### config.mk
export PLATFORM = sky130hd
export DESIGN_NAME = sd_blk_xfer
export DESIGN_NICKNAME = d
export VERILOG_FILES = /design/src/rtl/sdb_pkg.sv /design/src/rtl/sdb_byte_link.sv /design/src/rtl/sdb_poll_timer.sv /design/src/rtl/sdb_resp_decode.sv /design/src/rtl/sd_blk_xfer.sv
export SDC_FILE = /design/constraint.sdc
export NUM_CORES = 1
export LEC_CHECK = 0
export BUFFER_PORTS_ARGS = -buffer_cell sky130_fd_sc_hd__buf_2
export CAP_MARGIN = 20
export CORE_AREA = 2 2 109 217
export DETAILED_ROUTE_END_ITERATION = 7
export DIE_AREA = 0 0 111 219
export PLACE_DENSITY = 0.52
export REMOVE_ABC_BUFFERS = 1
export SKIP_LAST_GASP = 1
export SYNTH_ARGS = -nofsm -noshare
export SYNTH_HDL_FRONTEND = slang
export SYNTH_SLANG_ARGS = --single-unit
### constraint.sdc
create_clock -name clk -period 2.8 [get_ports clk]
set_input_delay 0.56 -clock clk [delete_from_list [all_inputs] [get_ports clk]]
set_output_delay 0.56 -clock clk [all_outputs]
set_load 0.02 [all_outputs]
### src/rtl/sdb_pkg.sv
package sdb_pkg;

  typedef enum logic [3:0] {
    ST_IDLE, ST_CMD, ST_TOKEN, ST_RDATA, ST_RCRC, ST_STOPCMD,
    ST_WTOKEN, ST_WDATA, ST_WCRC, ST_WRESP, ST_STOPTOK, ST_BUSY, ST_DONE
  } sdb_state_e;

  typedef enum logic [2:0] {
    RES_OK       = 3'd0,
    RES_NO_TOKEN = 3'd1,
    RES_CRC      = 3'd2,
    RES_WRITE    = 3'd3,
    RES_CMD      = 3'd4
  } sdb_result_e;

  localparam logic [7:0] BYTE_IDLE  = 8'hFF;
  localparam logic [7:0] TOK_SINGLE = 8'hFE;
  localparam logic [7:0] TOK_MULTI  = 8'hFC;
  localparam logic [7:0] TOK_STOP   = 8'hFD;

  localparam logic [5:0] IDX_RD_ONE  = 6'd17;
  localparam logic [5:0] IDX_RD_MANY = 6'd18;
  localparam logic [5:0] IDX_WR_ONE  = 6'd24;
  localparam logic [5:0] IDX_WR_MANY = 6'd25;
  localparam logic [5:0] IDX_HALT    = 6'd12;

endpackage

### src/rtl/sdb_byte_link.sv
module sdb_byte_link (
  input  logic       clk,
  input  logic       rst_n,
  input  logic       go_i,
  input  logic [7:0] tx_i,
  input  logic       xb_done_i,
  output logic       xb_start_o,
  output logic [7:0] xb_tx_o,
  output logic       got_o
);

  logic       pend_q, pend_d;
  logic       start_q, start_d;
  logic [7:0] tx_q;
  logic       issue;

  always_comb begin
    issue   = go_i & ~pend_q;
    pend_d  = issue | (pend_q & ~xb_done_i);
    start_d = issue;
  end

  always_ff @(posedge clk or negedge rst_n) begin
    if (!rst_n) begin
      pend_q  <= 1'b0;
      start_q <= 1'b0;
    end else begin
      pend_q  <= pend_d;
      start_q <= start_d;
    end
  end

  always_ff @(posedge clk or negedge rst_n) begin
    if (!rst_n) tx_q <= '0;
    else if (issue) tx_q <= tx_i;
  end

  assign xb_start_o = start_q;
  assign xb_tx_o    = tx_q;
  assign got_o      = pend_q & xb_done_i;

endmodule

### src/rtl/sdb_poll_timer.sv
module sdb_poll_timer #(
  parameter int LIMIT = 8
) (
  input  logic clk,
  input  logic rst_n,
  input  logic run_i,
  input  logic step_i,
  output logic last_o
);

  localparam int CW = $clog2(LIMIT + 1);

  logic [CW-1:0] cnt_q, cnt_d;
  logic          cnt_en;

  always_comb begin
    cnt_en = !run_i || step_i;
    cnt_d  = run_i ? cnt_q + 1'b1 : '0;
  end

  always_ff @(posedge clk or negedge rst_n) begin
    if (!rst_n) cnt_q <= '0;
    else if (cnt_en) cnt_q <= cnt_d;
  end

  assign last_o = run_i && step_i && (cnt_q == CW'(LIMIT - 1));

  // the poll count never passes its limit while polling
  p_no_overflow_r7: assert property (@(posedge clk) disable iff (!rst_n)
    run_i |-> (cnt_q < CW'(LIMIT)));

endmodule

### src/rtl/sdb_resp_decode.sv
module sdb_resp_decode
  import sdb_pkg::*;
(
  input  logic [7:0]  byte_i,
  output logic        accept_o,
  output sdb_result_e code_o
);

  logic [4:0] low5;

  always_comb begin
    low5     = byte_i[4:0];
    accept_o = 1'b0;
    code_o   = RES_WRITE;
    case (low5)
      5'h05: begin accept_o = 1'b1; code_o = RES_OK; end
      5'h0B: code_o = RES_CRC;
      default: code_o = RES_WRITE;
    endcase
  end

endmodule

### src/rtl/sd_blk_xfer.sv
module sd_blk_xfer
  import sdb_pkg::*;
#(
  parameter int BLK_BYTES   = 512,
  parameter int TOKEN_POLLS = 625000,
  parameter int BUSY_POLLS  = 1562500,
  parameter int CNT_W       = 16,
  localparam int AW         = $clog2(BLK_BYTES)
) (
  input  logic             clk,
  input  logic             rst_n,
  input  logic             start_i,
  input  logic             write_i,
  input  logic [CNT_W-1:0] blk_cnt_i,
  input  logic [31:0]      blk_addr_i,
  output logic             done_o,
  output logic [2:0]       result_o,
  output logic             cmd_req_o,
  output logic [5:0]       cmd_idx_o,
  output logic [31:0]      cmd_arg_o,
  input  logic             cmd_ack_i,
  input  logic [7:0]       cmd_r1_i,
  output logic             xb_start_o,
  output logic [7:0]       xb_tx_o,
  input  logic             xb_done_i,
  input  logic [7:0]       xb_rx_i,
  output logic [CNT_W-1:0] buf_blk_o,
  output logic [AW-1:0]    buf_addr_o,
  output logic [7:0]       buf_wdata_o,
  output logic             buf_we_o,
  input  logic [7:0]       buf_rdata_i
);

  sdb_state_e       state_q, state_d, ret_q, ret_d;
  sdb_result_e      res_q, res_d, resp_code;
  logic             write_q, write_d, multi_q, multi_d, crc_q, crc_d;
  logic [CNT_W-1:0] cnt_q, cnt_d, blk_q, blk_d;
  logic [31:0]      addr_q, addr_d;
  logic [AW-1:0]    byte_q, byte_d;

  logic       go, got, resp_ok, byte_last, blk_last;
  logic [7:0] tx_next;
  logic [1:0] poll_run, poll_last;

  // byte channel
  always_comb begin
    go = 1'b0;
    case (state_q)
      ST_TOKEN, ST_RDATA, ST_RCRC, ST_WTOKEN, ST_WDATA,
      ST_WCRC, ST_WRESP, ST_STOPTOK, ST_BUSY: go = 1'b1;
      default: go = 1'b0;
    endcase
    case (state_q)
      ST_WTOKEN:  tx_next = multi_q ? TOK_MULTI : TOK_SINGLE;
      ST_WDATA:   tx_next = buf_rdata_i;
      ST_STOPTOK: tx_next = TOK_STOP;
      default:    tx_next = BYTE_IDLE;
    endcase
  end

  sdb_byte_link u_link (
    .clk       (clk),
    .rst_n     (rst_n),
    .go_i      (go),
    .tx_i      (tx_next),
    .xb_done_i (xb_done_i),
    .xb_start_o(xb_start_o),
    .xb_tx_o   (xb_tx_o),
    .got_o     (got)
  );

  // poll limits: index 0 start-token wait, index 1 busy wait
  assign poll_run[0] = (state_q == ST_TOKEN);
  assign poll_run[1] = (state_q == ST_BUSY);

  for (genvar g = 0; g < 2; g++) begin : g_poll
    localparam int LIM = (g == 0) ? TOKEN_POLLS : BUSY_POLLS;
    sdb_poll_timer #(.LIMIT(LIM)) u_timer (
      .clk   (clk),
      .rst_n (rst_n),
      .run_i (poll_run[g]),
      .step_i(got),
      .last_o(poll_last[g])
    );
  end

  sdb_resp_decode u_dec (
    .byte_i  (xb_rx_i),
    .accept_o(resp_ok),
    .code_o  (resp_code)
  );

  assign byte_last = (byte_q == AW'(BLK_BYTES - 1));
  assign blk_last  = !multi_q || (blk_q == cnt_q - 1'b1);

  // next state
  always_comb begin
    state_d = state_q;
    ret_d   = ret_q;
    res_d   = res_q;
    write_d = write_q;
    multi_d = multi_q;
    cnt_d   = cnt_q;
    blk_d   = blk_q;
    addr_d  = addr_q;
    byte_d  = byte_q;
    crc_d   = crc_q;
    case (state_q)
      ST_IDLE: if (start_i) begin
        state_d = ST_CMD;
        write_d = write_i;
        multi_d = blk_cnt_i > CNT_W'(1);
        cnt_d   = blk_cnt_i;
        blk_d   = '0;
        addr_d  = blk_addr_i;
        res_d   = RES_OK;
      end
      ST_CMD: if (cmd_ack_i) begin
        if (cmd_r1_i != 8'h00) begin
          res_d   = RES_CMD;
          state_d = ST_DONE;
        end else begin
          byte_d  = '0;
          state_d = write_q ? ST_WTOKEN : ST_TOKEN;
        end
      end
      ST_TOKEN: if (got) begin
        if (xb_rx_i != BYTE_IDLE) begin
          if (xb_rx_i == TOK_SINGLE) begin
            byte_d  = '0;
            state_d = ST_RDATA;
          end else begin
            res_d   = RES_NO_TOKEN;
            state_d = ST_DONE;
          end
        end else if (poll_last[0]) begin
          res_d   = RES_NO_TOKEN;
          state_d = ST_DONE;
        end
      end
      ST_RDATA: if (got) begin
        byte_d = byte_q + 1'b1;
        if (byte_last) begin
          crc_d   = 1'b0;
          state_d = ST_RCRC;
        end
      end
      ST_RCRC: if (got) begin
        crc_d = 1'b1;
        if (crc_q) begin
          if (!blk_last) begin
            blk_d   = blk_q + 1'b1;
            state_d = ST_TOKEN;
          end else if (multi_q) begin
            state_d = ST_STOPCMD;
          end else begin
            state_d = ST_DONE;
          end
        end
      end
      ST_STOPCMD: if (cmd_ack_i) begin
        ret_d   = ST_DONE;
        state_d = ST_BUSY;
      end
      ST_WTOKEN: if (got) begin
        byte_d  = '0;
        state_d = ST_WDATA;
      end
      ST_WDATA: if (got) begin
        byte_d = byte_q + 1'b1;
        if (byte_last) begin
          crc_d   = 1'b0;
          state_d = ST_WCRC;
        end
      end
      ST_WCRC: if (got) begin
        crc_d = 1'b1;
        if (crc_q) state_d = ST_WRESP;
      end
      ST_WRESP: if (got) begin
        state_d = ST_BUSY;
        if (resp_ok) begin
          if (!multi_q) ret_d = ST_DONE;
          else if (blk_last) ret_d = ST_STOPTOK;
          else begin
            blk_d = blk_q + 1'b1;
            ret_d = ST_WTOKEN;
          end
        end else begin
          res_d = resp_code;
          if (multi_q) state_d = ST_STOPTOK;
          else ret_d = ST_DONE;
        end
      end
      ST_STOPTOK: if (got) begin
        ret_d   = ST_DONE;
        state_d = ST_BUSY;
      end
      ST_BUSY: if (got && (xb_rx_i != 8'h00 || poll_last[1])) state_d = ret_q;
      ST_DONE: state_d = ST_IDLE;
      default: state_d = ST_IDLE;
    endcase
  end

  always_ff @(posedge clk or negedge rst_n) begin
    if (!rst_n) begin
      state_q <= ST_IDLE;
      ret_q   <= ST_DONE;
      res_q   <= RES_OK;
      write_q <= 1'b0;
      multi_q <= 1'b0;
      cnt_q   <= '0;
      blk_q   <= '0;
      addr_q  <= '0;
      byte_q  <= '0;
      crc_q   <= 1'b0;
    end else begin
      state_q <= state_d;
      ret_q   <= ret_d;
      res_q   <= res_d;
      write_q <= write_d;
      multi_q <= multi_d;
      cnt_q   <= cnt_d;
      blk_q   <= blk_d;
      addr_q  <= addr_d;
      byte_q  <= byte_d;
      crc_q   <= crc_d;
    end
  end

  // outputs
  always_comb begin
    cmd_req_o = (state_q == ST_CMD) || (state_q == ST_STOPCMD);
    if (state_q == ST_STOPCMD) begin
      cmd_idx_o = IDX_HALT;
      cmd_arg_o = '0;
    end else begin
      cmd_idx_o = write_q ? (multi_q ? IDX_WR_MANY : IDX_WR_ONE)
                          : (multi_q ? IDX_RD_MANY : IDX_RD_ONE);
      cmd_arg_o = addr_q;
    end
  end

  assign buf_blk_o   = blk_q;
  assign buf_addr_o  = byte_q;
  assign buf_wdata_o = xb_rx_i;
  assign buf_we_o    = (state_q == ST_RDATA) && got;
  assign done_o      = (state_q == ST_DONE);
  assign result_o    = res_q;

  // completion is a single-cycle pulse
  p_done_pulse_r9: assert property (@(posedge clk) disable iff (!rst_n)
    done_o |=> !done_o);

  // a pending command request keeps its index and argument
  p_cmd_hold_r1: assert property (@(posedge clk) disable iff (!rst_n)
    cmd_req_o && !cmd_ack_i |=> cmd_req_o && $stable(cmd_idx_o) && $stable(cmd_arg_o));

  // no byte exchange starts while a command is with the framer
  p_cmd_excl_r1: assert property (@(posedge clk) disable iff (!rst_n)
    cmd_req_o |-> !xb_start_o);

  // a read transfer only ever sends idle bytes
  p_read_idle_tx_r2: assert property (@(posedge clk) disable iff (!rst_n)
    xb_start_o && !write_q |-> xb_tx_o == BYTE_IDLE);

  // a write transfer never writes the local buffer
  p_no_buf_we_r5: assert property (@(posedge clk) disable iff (!rst_n)
    write_q && state_q != ST_IDLE |-> !buf_we_o);

endmodule

* After elaboration in Yosys (flattened, before gate mapping)
Memories as Yosys holds them, arrays and structs flattened.
Index checks and enable logic that the tools add are counted.
** Word-level totals
- Word-level logic and storage cells :: 183
- ROM bits :: 16
- Memories :: 1
- Input port bits :: 78
- Output and inout bits :: 86
- Register bits after elaboration :: 138
** Memory list
- (name not given) :: depth 16, bits a word 1, read ports 1, clocked after Yosys merged registers in 0, write ports 0, line sd_blk_xfer.sv:48 : case (state_q)
** Operators by class
- Muxes and demuxes :: 75
- Order comparisons :: 1
- Eq/ne operators :: 49
- Bitwise gates (word level) :: 6
- Reductions and logical operators :: 31
- $add $sub $neg :: 5
** Operators with widths (number)
- $mux W4 :: 30
- $mux W16 :: 7
- $mux W9 :: 7
- $pmux W16 S3 :: 1
- $pmux W4 S12 :: 1
- $pmux W9 S4 :: 1
- $mux W32 :: 1
- $ne A2 B2 Y1 const B :: 16
- $mux W3 :: 10
- $pmux W8 S3 :: 1
- $add A21 B1 Y21 const B :: 1
- $eq A21 B21 Y1 const B :: 1
- $mux W21 :: 1
- $add A20 B1 Y20 const B :: 1
- $eq A20 B20 Y1 const B :: 1
- $eq A4 B4 Y1 const B :: 5
- $mux W20 :: 1
- $ne A2 B1 Y1 const B :: 10
- $reduce_and A17 Y1 :: 1
- $add A16 B1 Y16 const B :: 1
- $eq A16 B16 Y1 :: 1
- $eq A4 B3 Y1 const B :: 4
- $gt A16 B1 Y1 const B :: 1
- $reduce_bool A8 Y1 :: 2
- 34 further kinds :: 61

* Logic depth before layout (Yosys ltp)
Gate-level depths: netlist of run 1.
- Word-level depth :: 8
- Depth in mapped cells :: 13
- Depth with buffers taken out :: 10

* Cells and area by module
Synthesis of run 1 repeated with hierarchy kept, for this count alone.
** Second synthesis, totals
- Cell total of the unflattened synthesis :: 930
- Area total of the unflattened synthesis :: 7890.1 µm²
** Modules (own cells, without submodules)
- sd_blk_xfer :: cells each 669, times used 1, area each 5247.5 µm², seq. area each 2154.6 µm²
- sdb_poll_timer at g_poll[1].u_timer :: cells each 118, times used 1, area each 1119.8 µm², seq. area each 525.5 µm²
- sdb_poll_timer at g_poll[0].u_timer :: cells each 112, times used 1, area each 1062.3 µm², seq. area each 500.5 µm²
- sdb_byte_link :: cells each 23, times used 1, area each 405.4 µm², seq. area each 250.2 µm²
- sdb_resp_decode :: cells each 8, times used 1, area each 55.1 µm², seq. area each 0.0 µm²

* Least setup slack after synthesis of run 1
Ideal clock, no wire load.
- Kind :: flip-flop to flip-flop
- From :: register cnt_q[2]
- To :: register state_q[1]
- Stages on the path, launching flop included :: 11
- Clock period less this slack :: 2.772 ns
- Setup time :: 0.125 ns
- Buffers on the path :: 2
- Setup slack :: 0.028 ns
- Data required time :: 2.675 ns
- Data arrival time :: 2.647 ns
- Cell sequence :: dfrtp_1 -> buf_6 -> or4_4 -> a211o_1 -> a211oi_2 -> nand3_1 -> or4_1 -> and3b_1 -> buf_6 -> o21ai_2 -> mux2_2
** On the way
- Cells in the longest elaborated chain, start to end :: 7
** Ends and longest elaborated chain
- from (decl) :: line sd_blk_xfer.sv:37 : logic [CNT_W-1:0] cnt_q, cnt_d, blk_q, blk_d;
- from (signal assigned) :: line sd_blk_xfer.sv:223 : cnt_q <= cnt_d;
- $sub A16 B1 Y16 :: line sd_blk_xfer.sv:94 : assign blk_last = !multi_q || (blk_q == cnt_q - 1'b1);
- $eq A16 B16 Y1 :: line sd_blk_xfer.sv:94
- $logic_or A1 B1 Y1 :: line sd_blk_xfer.sv:94
- $mux W4 :: line sd_blk_xfer.sv:151 : if (!blk_last) begin
- $mux W4 :: line sd_blk_xfer.sv:150 : if (crc_q) begin
- $mux W4 :: line sd_blk_xfer.sv:148 : ST_RCRC: if (got) begin
- $pmux W4 S12 :: line sd_blk_xfer.sv:108 : case (state_q)
- to (signal assigned) :: line sd_blk_xfer.sv:218 : state_q <= state_d;
- to (decl) :: line sd_blk_xfer.sv:34 : sdb_state_e state_q, state_d, ret_q, ret_d;
Every way passes these cells. The select of a mux whose other input is x is not followed.
A chain may end at the register's enable or synchronous reset.

* Worst setup path in the final report of run 1
- From :: register cnt_q[3]
- To :: register state_q[1]
The elaborated chain is that of the path after synthesis.

==> results by group, run 1 <==
Run status
  • Status: complete, no violations

Timing
  • Hold Fails Final Rpt: 0
  • Hold_ws: 96.6 ps
  • Clock skew: 4.56 ps
  • Fmax: 359 MHz
  • Fin crit share: 99.6%
  • Unrepaired setup endpoints after global routing: yes
  • Max-slew violations: 0
  • Worst-Margin Slew: 828 ps
  • Setup ws final: 12.5 ps
  • Final min period: 2790 ps
  • Rel. slew slack: 44.8%
  • Final Setup Violations: 0

Job
  • Max Cap Viol: 0

Placed design
  • HPWL Detailed: 16.8 mm
  • Pre-CTS setup slack: -49.7 ps
  • GPL Wtd Cong: 0.825
  • Port Buffer Count: 162

Synthesis
  • Post-Syn Area: 7600 sq um
  • Area share of the largest cell type after synthesis: 44.5%
  • Flops & latches, synth: 137
  • Synthesized area per cell: 8.41 sq um
  • Sequential share of the synthesized area: 45.2%
  • Netlist cell types: 65
  • Area leader, netlist: dfrtp_1
  • Mapped Cells: 903
  • Ys flop type: dfrtp_1
  • Async SR Flop Fraction: 100%
  • Area contributors post-synth: dfrtp_1 (44%), nand2_1 (10%), nor2_1 (4.0%)
  • Ys Warns: 0
  • Number of flops mapped to enable cells by yosys: 0

Clock tree
  • Root buf cell: clkbuf_16
  • Clk sinks: 137
  • Reg clk slew, reported paths: 60 ps
  • Worst skew pair latency: 430 ps
  • CTS Buf Count: 17
  • Max clock buf depth: 2
  • CTS tree: done
  • Cts-stage hold buffer count: 0
  • H-Tree Depth: 4

Global routing
  • Largest net degree at the start of global routing: 62
  • Tot GR Track Use: 19.1%
  • First-pass GRT wire length: 36.7 mm
  • Initial antenna violation count: 0
  • Grt ovf: 0
  • Vias in the first global route: 7125

Floorplanning
  • Total core area: 22500 sq um
  • # rows: 78
  • I/O pin count: 164
  • Die Y: 219 microns
  • Die W: 111 microns
  • Initial Util: 33.7%
  • Die area: 24300 sq um

Setup path
  • CP Class: reg2reg
  • Critical path data required time: 3120 ps
  • Startpoint Class: flip-flop
  • R2r setup slk: 10 ps
  • Crit-path max FO: 5
  • Worst Path Arrival: 3110 ps
  • Critical Path Sink Type: flip-flop

Final layout
  • Most common cell after layout, fill and taps aside: nand2_1
  • Nets: 1179
  • Layout fillers: 2290
  • Synth-to-layout area growth: 27.4%
  • N_diodes: 0
  • Most frequent cells in the layout: nand2_1 (209), buf_2 (161), dfrtp_1 (135), nor2_1 (79), buf_4 (61)
  • Share of cells above drive strength 1: 26.4%
  • Post-Route Utilization: 42.9%

Routing
  • Via count: 7055
  • Final WL: 22.5 mm
  • Iter 0 DRT Violations: 246
  • Drt pass-1 iters: 4
  • Avg WL per Cell: 16.3 microns
  • Final ANT Viol Nets: 0
  • Vias per cell: 5.10
  • # DRC: 0

Hold path
  • Hold Crit Class: in2async

Power and ir drop
  • Lkg Pwr: 4.50 nW
  • IR drop worst, VDD: 0.439 mV
  • Pwr per Cell Area: 859 nW/um^2
  • Total power: 8.31 mW
[power by group]
part	leakage (nW)	switching (mW)	internal, mW
clock network	0.253	0.826	1.18
registers	1.78	0.334	2.40
logic	2.47	2.11	1.46
[routing by layer]
layer  vias up  GRT usage, %  wire length [microns]
li1       3471             -                      -
met1      3373          19.8                   8550
met2       168          36.4                  12300
met3        43          4.36                    891
met4         0          8.00                    734
met5         -             0                      0
[critical path, stage by stage (launching register included)]
cell      delay (ps)
dfrtp_1          420
or4_4            530
a211o_1          250
a211oi_2         170
nand3_1           90
or4_1            480
and3b_2          280
buf_6            130
o21ai_2           60
mux2_2           260
[kinds of logic after synthesis]
| logic type | after synthesis | synth area share, % |
|---|---|---|
| xor gates and xnor gates | 46 | 5.30 |
| other | 1 | 0.0494 |
| buffers and inverters | 73 | 4.50 |
| adders and majority gates | 7 | 1.15 |
| AOI/OAI and AO/OA | 137 | 11.6 |
| and+or+nand+nor | 497 | 31.6 |
| muxes | 5 | 0.692 |
| DFF | 137 | 45.2 |
[cells in the mapped netlist, drive strengths merged (15+ instances only)]
cell,instances
nand2,209
dfrtp,135
nor2,80
o21ai,49
clkbuf,44
a21oi,39
and2,36
nand3,32
xor2,24
nand4,23
xnor2,22
or3,21
nor3,16
buf,15
[path summary, 6_finish.rpt]
path,cells after the start,endpoint,startpoint
max in group asynchronous,2,ret_q[3],rst_n
worst max register to register,9,state_q[1],cnt_q[3]
min in group clk,3,addr_q[9],blk_addr_i[9]
worst max-delay path,9,state_q[1],cnt_q[3]
worst min register to register,2,addr_q[5],addr_q[5]
worst min-delay path,1,addr_q[14],rst_n
[layout make-up]
type                    count  area, sq um  area share, %
multi-input cells         693         3920           40.5
flip-flops and latches    137         3430           35.4
repair buffers            231         1420           14.6
clock buffers              25          485           5.02
well taps                 280          350           3.62
inverters                  14         52.6          0.543
clock inverters             4         20.0          0.207
[stage by stage]
step                      TNS [ps]  instance area (sq um)  std cells
after floorplan              -5240                   7310        844
after global placement       -15.0                   9060       1353
after detailed placement      -131                   9060       1353
after CTS                        0                   9630       1383
after global routing         -1090                   9680       1384
final                            0                   9680       1384
[timing repair]
action | CTS | global route
resized for setup | 10 | 9
endpoints found under the setup margin | 4 | 19
pin swaps | 6 | 11
buffers inserted | 1 | 2
[state kept, by name, summed over array words and instances, names as in the netlist]
register              count
result_o                  3
buf_blk_o                16
multi_q                   1
write_q                   1
state_q                   4
g_poll.u_timer.cnt_q     41
ret_q                     3
cnt_q                    16
buf_addr_o                9
u_link.pend_q             1
u_link.xb_start_o         1
addr_q                   32
u_link.xb_tx_o            8
crc_q                     1
Note: power is estimated with default switching activity, not from simulation.
==> run 2, diff against run 1 <==
--- a/config.mk
+++ b/config.mk
@@ -10,7 +10,7 @@
 export CORE_AREA = 2 2 109 217
 export DETAILED_ROUTE_END_ITERATION = 7
 export DIE_AREA = 0 0 111 219
-export PLACE_DENSITY = 0.52
+export PLACE_DENSITY = 0.51
 export REMOVE_ABC_BUFFERS = 1
 export SKIP_LAST_GASP = 1
 export SYNTH_ARGS = -nofsm -noshare
==> constraint.sdc (replaced) <==
create_clock -name clk -period 3.02 [get_ports clk]
set_input_delay 0.604 -clock clk [delete_from_list [all_inputs] [get_ports clk]]
set_output_delay 0.604 -clock clk [all_outputs]
set_load 0.02 [all_outputs]
==> run 2 against run 1 <==
Final area is 2.3% lower. Clock skew rose by 3.7 ps. Via count decreased by 1.3%. Combinational power shrank 15%. Largest cell class unchanged. Largest power group unchanged.
==> results by group, run 2 (same netlist as run 1, synthesis figures left out) <==
Clock tree
  • Clk sinks: 137 (unchanged)
  • Max clock buf depth: 2 (unchanged)
  • Cts-stage hold buffer count: 0 (unchanged)
  • Worst skew pair latency: 440 ps (was 430 ps)
  • H-Tree Depth: 4 (unchanged)
  • Root buf cell: clkbuf_16 (unchanged)
  • Setup bufs post-CTS: 0 (was 1)
  • CTS tree: done (unchanged)
  • CTS Buf Count: 17 (unchanged)
  • Reg clk slew, reported paths: 60 ps (about the same)

Final layout
  • Nets: 1161 (was 1179)
  • Synth-to-layout area growth: 24.5% (was 27.4%)
  • Most common cell after layout, fill and taps aside: nand2_1 (unchanged)
  • Register name with the most flops: g_poll.u_timer.cnt_q (unchanged)
  • Most frequent cells in the layout: nand2_1 (209), buf_2 (161), dfrtp_1 (135), nor2_1 (80), buf_4 (46) (was nand2_1 (209), buf_2 (161), dfrtp_1 (135), nor2_1 (79), buf_4 (61))
  • N_diodes: 0 (unchanged)
  • Largest register FFs: 41 (unchanged)
  • Share of cells above drive strength 1: 24.7% (was 26.4%)
  • Layout fillers: 2343 (was 2290)
  • Post-Route Utilization: 42.0% (was 42.9%)
  • Largest regs: g_poll.u_timer.cnt_q: 41 flops, addr_q: 32 flops (unchanged)

Global routing
  • First-pass GRT wire length: 36.3 mm (was 36.7 mm)
  • Tot GR Track Use: 19.1% (about the same)
  • Met2 GRT Util: 35.7% (was 36.4%)
  • Gr busiest metal: met2 (unchanged)
  • Grt ovf: 0 (unchanged)
  • Largest net degree at the start of global routing: 63 (was 62)
  • Initial antenna violation count: 0 (unchanged)
  • Met3 GRT Util: 4.03% (was 4.36%)
  • Met1 usage: 20.2% (was 19.8%)
  • Vias in the first global route: 6990 (was 7125)

Floorplanning
  • Total core area: 22500 sq um (unchanged)
  • I/O pin count: 164 (unchanged)
  • Initial Util: 33.7% (unchanged)
  • Die Y: 219 microns (unchanged)
  • Die W: 111 microns (unchanged)
  • # rows: 78 (unchanged)
  • Die area: 24300 sq um (unchanged)

Timing
  • Worst-Margin Slew: 739 ps (was 828 ps)
  • Clock skew: 8.21 ps (was 4.56 ps)
  • Final TNS setup: 0 ps (unchanged)
  • Hold Fails Final Rpt: 0 (unchanged)
  • Fin crit share: 96.4% (was 99.6%)
  • Setup ws final: 110 ps (was 12.5 ps)
  • Final min period: 2910 ps (was 2790 ps)
  • Final Setup Violations: 0 (unchanged)
  • Fmax: 344 MHz (was 359 MHz)
  • Rel. slew slack: 50.3% (was 44.8%)
  • Hold_ws: 136 ps (was 96.6 ps)
  • Unrepaired setup endpoints after global routing: no (was yes)
  • Max-slew violations: 0 (unchanged)

Power and ir drop
  • Comb pwr share: 40.6% (was 43.0%)
  • Switch Pwr: 2.98 mW (was 3.27 mW)
  • Total power: 7.48 mW (was 8.31 mW)
  • IR drop worst, VDD: 0.397 mV (was 0.439 mV)
  • Internal Power: 4.50 mW (was 5.04 mW)
  • Clock share of power: 25.0% (was 24.1%)
  • Sequential share of power: 34.3% (was 32.9%)
  • Pwr per Cell Area: 791 nW/um^2 (was 859 nW/um^2)
  • Switching Share: 39.9% (was 39.4%)
  • Lkg Pwr: 4.39 nW (was 4.50 nW)

Placed design
  • GPL Wtd Cong: 0.803 (was 0.825)
  • Port Buffer Count: 162 (unchanged)
  • Pre-CTS setup slack: 97.5 ps (was -49.7 ps)
  • HPWL Detailed: 16.8 mm (about the same)

Run status
  • Status: complete, no violations (unchanged)

Setup path
  • R2r setup slk: 110 ps (was 10 ps)
  • Critical path data required time: 3340 ps (was 3120 ps)
  • Startpoint Class: flip-flop (unchanged)
  • Crit-path max FO: 15 (was 5)
  • CP Class: reg2reg (unchanged)
  • Worst Path Arrival: 3230 ps (was 3110 ps)
  • Critical Path Sink Type: flip-flop (unchanged)

Routing
  • Via count: 6964 (was 7055)
  • Iter 0 DRT Violations: 346 (was 246)
  • # DRC: 0 (unchanged)
  • Vias per cell: 5.09 (was 5.10)
  • Drt pass-1 iters: 5 (was 4)
  • Final ANT Viol Nets: 0 (unchanged)
  • Final WL: 22.6 mm (was 22.5 mm)
  • Avg WL per Cell: 16.5 microns (was 16.3 microns)

Hold path
  • Hold Crit Class: in2async (unchanged)

Job
  • Max Cap Viol: 0 (unchanged)
## run 2: cell count changes in the layout (fill, tap and decap cells not counted), moves of 2 or more
cell        before  now
buf_12           6    4
buf_4           61   46
buf_6            3    1
clkbuf_1         5    2
clkinv_2         4    6
clkinvlp_4       0    3
## run 2: repair_timing
item / CTS / global route
endpoints found under the setup margin: 0 / 3
endpoints found under the hold margin: 0 / 0
resized for setup: 0 / 3
## run 2: cell type report
| cell class | instances | area, sq um | share of cell area (%) |
|---|---|---|---|
| multi-input combinational | 693 | 3840 | 40.6 |
| timing repair buffer | 213 | 1270 | 13.4 |
| sequential | 137 | 3430 | 36.3 |
| tap | 280 | 350 | 3.70 |
| clock inverter | 9 | 52.6 | 0.556 |
| clock buffer | 21 | 460 | 4.87 |
| inverter | 14 | 52.6 | 0.556 |
## run 2: power groups by stage
stage / Sequential [mW] / Combinational [mW] / Clock [mW]
2_1_floorplan: 2.62 / 1.79 / 0
3_3_place_gp: 2.59 / 3.05 / 0
3_5_place_dp: 2.60 / 3.06 / 0
4_1_cts: 2.57 / 3.08 / 1.94
5_1_grt: 2.63 / 3.37 / 2.01
6_report: 2.57 / 3.04 / 1.87
## run 2: worst paths after layout
kind,start,end,cells past startpoint
setup reg to reg,cnt_q[2],state_q[1],10
hold reg to reg,addr_q[11],addr_q[11],2
hold / removal,rst_n,addr_q[9],1
min in group clk,blk_addr_i[30],addr_q[30],3
max in group asynchronous,rst_n,u_link.xb_tx_o[0],2
setup / recovery,cnt_q[2],state_q[1],10
## run 2: critical path: stages (launching register included)
cell	delay, ps
dfrtp_1	400
buf_4	170
or4_1	490
nand3_1	90
o311ai_0	190
a32o_1	260
or4_1	410
and3b_2	320
buf_12	150
o21ai_2	60
mux2_2	250
## run 2: metrics by stage
stage / cells / instance area (sq um)
floorplan: 844 / 7310
global placement: 1336 / 8910
detailed placement: 1336 / 8910
CTS: 1366 / 9420
global route: 1367 / 9460
finish: 1367 / 9460
## run 2: routing by layer
layer  wire, microns  share of wire [%]
met1            8690                 38
met4             733                3.2
met2           12300                 55
met3             851                3.8
met5               0                  0
